--- config.mk ---
export PLATFORM = sky130hd
export DESIGN_NAME = rx_frame_classifier
export DESIGN_NICKNAME = d
export VERILOG_FILES = /design/src/rtl/rx_frame_classifier.sv
export SDC_FILE = /design/constraint.sdc
export NUM_CORES = 1
export LEC_CHECK = 0
export BUFFER_PORTS_ARGS = -buffer_cell sky130_fd_sc_hd__clkbuf_2
export CAP_MARGIN = 25
export CORE_AREA = 10 10 131 133
export DETAILED_ROUTE_END_ITERATION = 16
export DIE_AREA = 0 0 141 143
export PLACE_DENSITY_LB_ADDON = 0.12
export SLEW_MARGIN = 25
export SYNTH_ARGS = -nofsm -noshare
export SYNTH_HDL_FRONTEND = slang
export SYNTH_SLANG_ARGS = --single-unit
export TNS_END_PERCENT = 20
--- constraint.sdc ---
create_clock -name clk -period 6.6 [get_ports clk]
set_input_delay 0.66 -clock clk [delete_from_list [all_inputs] [get_ports clk]]
set_output_delay 0.66 -clock clk [all_outputs]
set_load 0.05 [all_outputs]
--- src/rtl/rx_frame_classifier.sv ---
module rx_frame_classifier #(
  parameter int DW      = 256,
  parameter int LENW    = 16,
  parameter int MINLEN  = 64,
  parameter int NOFRAME = 8,
  parameter int TYPEMIN = 1536,
  parameter int PADLEN  = 46,
  parameter int OVERHD  = 18
) (
  input  logic                     clk,
  input  logic                     rst_n,
  input  logic                     in_valid,
  input  logic                     in_sop,
  input  logic                     in_eop,
  input  logic [$clog2(DW/8)-1:0]  in_empty,
  input  logic [DW-1:0]            in_data,
  input  logic [DW/8-1:0]          in_ctrl,
  input  logic [DW/8-1:0]          in_term,
  input  logic                     in_crc_bad,
  input  logic [LENW-1:0]          cfg_max_len,
  input  logic                     cfg_len_chk_en,
  output logic                     o_fcs_valid,
  output logic                     o_fcs_error,
  output logic [5:0]               o_err
);
  localparam int NB = DW / 8;
  localparam int FPOS = DW - 97;
  localparam logic [LENW-1:0] L_MIN  = LENW'(MINLEN);
  localparam logic [LENW-1:0] L_NOFR = LENW'(NOFRAME);
  localparam logic [LENW-1:0] L_TYPE = LENW'(TYPEMIN);
  localparam logic [LENW-1:0] L_PAD  = LENW'(PADLEN);
  localparam logic [LENW-1:0] L_OVH  = LENW'(OVERHD);

  logic            active, bad_q;
  logic [LENW-1:0] acc_q, field_q;

  wire take  = in_valid && (in_sop || active);
  wire abort = in_valid && in_sop && active;
  wire hit   = |(in_ctrl & ~in_term);

  wire [LENW-1:0] base  = in_sop ? '0 : acc_q;
  wire [LENW-1:0] field = in_sop ? in_data[FPOS -: 16] : field_q;
  wire            bad   = abort || (!in_sop && bad_q) || hit;

  wire [LENW:0] sum = {1'b0, base} + (LENW+1)'(NB) - (LENW+1)'(in_empty);
  wire [LENW-1:0] len = sum[LENW] ? '1 : sum[LENW-1:0];

  wire [LENW-1:0] payload = len - L_OVH;
  wire is_frame = len > L_NOFR;
  wire runt     = is_frame && len < L_MIN;
  wire over     = len > cfg_max_len;
  wire len_err  = cfg_len_chk_en && !(len < L_MIN) && field < L_TYPE &&
                  !(field == payload || (field <= L_PAD && payload == L_PAD));
  wire crc_err  = in_crc_bad || runt;

  always_ff @(posedge clk) begin
    if (!rst_n) begin
      active      <= 1'b0;
      bad_q       <= 1'b0;
      acc_q       <= '0;
      field_q     <= '0;
      o_fcs_valid <= 1'b0;
      o_fcs_error <= 1'b0;
      o_err       <= '0;
    end else begin
      o_fcs_valid <= 1'b0;
      o_fcs_error <= 1'b0;
      o_err       <= '0;
      if (take) begin
        if (in_eop) begin
          active <= 1'b0;
          if (is_frame) begin
            o_fcs_valid <= 1'b1;
            o_fcs_error <= crc_err;
            o_err       <= {1'b0, len_err, over, runt, crc_err, bad};
          end
        end else begin
          active  <= 1'b1;
          acc_q   <= len;
          field_q <= field;
          bad_q   <= bad;
        end
      end
    end
  end

  assert_report_follows_eop_R2: assert property (@(posedge clk) disable iff (!rst_n)
    o_fcs_valid |-> $past(in_valid && in_eop));
  assert_quiet_when_idle_R2: assert property (@(posedge clk) disable iff (!rst_n)
    !o_fcs_valid |-> (o_err == 6'd0 && !o_fcs_error));
  assert_runt_forces_crc_R4: assert property (@(posedge clk) disable iff (!rst_n)
    (o_fcs_valid && o_err[2]) |-> o_err[1]);
  assert_fcs_error_mirror_R5: assert property (@(posedge clk) disable iff (!rst_n)
    o_fcs_valid |-> (o_fcs_error == o_err[1]));
  assert_size_exclusive_R6: assert property (@(posedge clk) disable iff (!rst_n)
    (o_fcs_valid && $past(cfg_max_len) >= L_MIN) |-> !(o_err[2] && o_err[3]));
  assert_stray_ignored_R9: assert property (@(posedge clk) disable iff (!rst_n)
    (in_valid && !in_sop && !active) |=> !o_fcs_valid);
  assert_reserved_zero_R11: assert property (@(posedge clk) disable iff (!rst_n)
    !o_err[5]);
endmodule

==> flow_summary.ini <==
[grt]
grt_use_total_pct = 14.0
grt_pass1_wl_um = 23200
grt_overflow = 0
grt_pass1_vias = 4651
grt_max_degree = 29
antenna_found_initial = 0

[run]
maxCapViolations = 0

[cells_and_area]
antenna_cells = 0
multi_input_area_mm2 = 0.00302
drive_above_1_share_pct = 21.2
n_fill_cell = 1566
postLayoutCoreUtil_pct = 35.7
syn2layout_area_growth_pct = 21.7
finalNetCount = 1076
final-seq-area_um2 = 801

[die]
dieHeight_um = 143
dieArea_mm2 = 0.0202
placementRows = 44
start_util_pct = 29.4
pin_count = 356
fp.coreArea_mm2 = 0.0144
die_w_um = 141

[setup_path]
max_stage_delay_ns = 0.44
path_max_fanout = 10
crit_chain = clkbuf_2 -> clkinv_1 -> nand2_1 -> ha_1 -> inv_1 -> ha_1 -> a211oi_1 -> o211ai_1 -> nand2_1 -> and4bb_2 -> o21ai_1 -> nor2_1 -> ha_1 -> nand2_1 -> a21o_1 -> nor4_2 -> xnor2_1 -> nor3_1 -> a2111oi_2 -> o2111ai_1 -> o41ai_1 -> a211oi_1
critPathRequiredTime_ns = 6.76
cp_slowest_cell = nor4_2
end_kind = register
critical_path_arrival_ns = 5.51
critPathLaunchType = input port
crit_type = in -> reg
reg2regPathDepth = 19

[yosys]
synthArstFlopShare_pct = 0
synth_edf_count = 0
seq_area_frac_synth_pct = 18.9
synth_cells = 587
syn-num-nets = 971
ys_types = 78
ys_warn_count = 0
syn_area_mm2 = 0.00423
avgSynthCellArea_um2 = 7.21
ys_ff_latch = 40
synth-main-ff-cell = dfxtp_1

[hold_path]
holdPathStages = 2
hold_class = reg -> reg

[timing]
worst_slew_pin_slew_ns = 0.931
fin_skew_ns = 0.00152
fin_ws_ns = 1.25
rsz0062_at_grt = no
fin_crit_sh_pct = 81.0
hold_viol_final = 0
fin_tns_setup_ns = 0
final.min_clock_period_ns = 5.35
drv_slew = 0
setup_viol = 0
worst_hold_slack_ns = 0.470
max-slew-margin-rel_pct = 37.5
fmax_mhz = 187

[clocking]
tritoncts = done
clk_latency_ns = 0.29
cts_setup_buffers = 0
cts.clk_slew.worst_paths_ns = 0.06
cts-root-buf = clkbuf_16
hold_buffers = 0
clockBufferDepth = 2
cts_buffers = 5
h-tree-depth = 2
cts.repair.resized = 0
clock_sinks = 40

[power_and_ir_drop]
p_leak_nw = 2.49
switching_power_mw = 0.435
power.density_mw_per_mm2 = 210
seqPwrFrac_pct = 24.0
switching_share_pct = 40.1
ir_worst_vdd_uv = 125
pwr-share-clk_pct = 26.6
p_comb_share_pct = 49.4
power.internal_mw = 0.649
p_total_mw = 1.08

[route]
vias_per_cell = 5.16
antenna_left = 0
routedWlPerCell_um = 16.5
vias = 4523
drc_errors = 0
drtIter0Drc = 202
routed_wl_um = 14500
first_pass_iters = 5

[placement]
preCtsSetupSlack_ns = 0.941
portBuffers = 114
hpwl_um = 12200
gp_congestion = 0.883

[run_status]
status = finished, final reports clean
-- power groups by stage --
stage	sequential [mW]	combinational, mW	clock, mW
2_1_floorplan	0.266	0.379	0
4_1_cts	0.260	0.539	0.295
3_5_place_dp	0.266	0.536	0
6_report	0.260	0.536	0.288
3_3_place_gp	0.266	0.527	0
5_1_grt	0.262	0.599	0.306
-- sequential cells by signal (all words and copies together), names as in the netlist --
name and flops:
o_fcs_valid 1, bad_q 1, field_q 16, active 1, o_err 5, acc_q 16
-- synthesized netlist by cell type (all sizes together) (3+ instances only) --
cell / n / area share [%]
xor2: 10 / 2.1
a211oi: 12 / 2.4
xnor2: 22 / 4.6
a21oi: 34 / 4.0
nand4: 7 / 1.0
nor2b: 10 / 1.5
or2: 4 / 0.59
nor4: 6 / 1.0
inv: 76 / 6.7
clkbuf: 16 / 1.4
a31oi: 8 / 1.2
o22ai: 13 / 1.9
a2111oi: 5 / 1.2
mux2i: 17 / 4.0
nor2: 42 / 3.7
nand2b: 8 / 1.4
and2: 6 / 0.89
a221oi: 5 / 1.0
dfxtp: 40 / 19
nor3b: 4 / 0.71
a21boi: 7 / 1.2
or3: 3 / 0.44
nand2: 70 / 6.2
o211ai: 5 / 0.89
a21o: 7 / 1.2
o21ai: 16 / 1.9
a311oi: 9 / 1.9
and3: 4 / 0.59
ha: 35 / 10
and4: 4 / 0.83
nor3: 12 / 1.4
buf: 9 / 1.4
nand3: 19 / 2.4
o21a: 3 / 0.53
-- kinds of logic after synthesis --
family | count (synthesis) | synth area share, %
and+or+nand+nor | 209 | 24.9
AOI/OAI and AO/OA | 146 | 24.2
adders and majority gates | 37 | 11.1
muxes | 19 | 4.55
other | 1 | 0.0886
buffers and inverters | 103 | 9.75
DFF | 40 | 18.9
xor gates and xnor gates | 32 | 6.62
-- worst max-delay path, delay by kind of cell --
kind	cells	cell delay, ns
AO/OA/AOI/OAI	8	2.05
XOR/XNOR	1	0.25
adder cells (fa/ha/maj)	3	0.64
buffers and inverters	3	0.45
AND/OR/NAND/NOR	7	1.42
-- path summary, 6_finish.rpt --
path | from | end | slack, ns
max | in_sop | o_err[4]$_SDFF_PN0_ | 1.25
min | field_q[14]$_SDFFE_PN0P_ | field_q[14]$_SDFFE_PN0P_ | 0.47
max reg2reg | acc_q[4]$_SDFFE_PN0P_ | o_err[4]$_SDFF_PN0_ | 1.54
min reg2reg | field_q[14]$_SDFFE_PN0P_ | field_q[14]$_SDFFE_PN0P_ | 0.47
-- layout by cell type, fill, tap and decap left out, types with 4 or more instances in the layout --
master,count
clkbuf_2,114
inv_1,76
nand2_1,70
nor2_1,41
dfxtp_1,40
ha_1,35
a21oi_1,34
xnor2_1,22
nand3_1,18
mux2i_1,17
o22ai_1,13
nor3_1,12
o21ai_0,11
a211oi_1,10
xor2_1,10
nor2b_1,9
a311oi_1,9
buf_4,9
a31oi_1,8
nand2b_1,7
a21o_1,7
nand4_1,7
a21boi_0,7
and2_1,6
o211ai_1,5
a221oi_1,5
o21ai_1,5
nor4_1,5
clkbuf_16,5
and3_1,4
nor3b_1,4
and4_1,4
-- cell type report --
class | count | area share [%]
repair buffers | 123 | 12.4
clock buffers | 5 | 2.43
clock inverters | 3 | 0.826
flip-flops and latches | 40 | 15.5
multi-input cells | 444 | 58.7
inverters | 78 | 5.68
well taps | 184 | 4.47
-- through the flow --
stage | area, um^2 | instances
2_1_floorplan | 4230 | 587
3_3_place_gp | 4980 | 869
3_5_place_dp | 4980 | 869
4_1_cts | 5150 | 877
5_1_grt | 5150 | 877
6_report | 5150 | 877
-- per-layer routing --
layer / up-vias / share of wire, % / wire length, um / track usage, %
met5: - / 0 / 0 / 0
met1: 2076 / 43 / 6220 / 15.8
met2: 138 / 48 / 6910 / 24.4
met3: 19 / 7.5 / 1090 / 4.74
li1: 2290 / - / - / -
met4: 0 / 1.9 / 274 / 4.02
No activity file was read; power rests on OpenSTA's default activity.
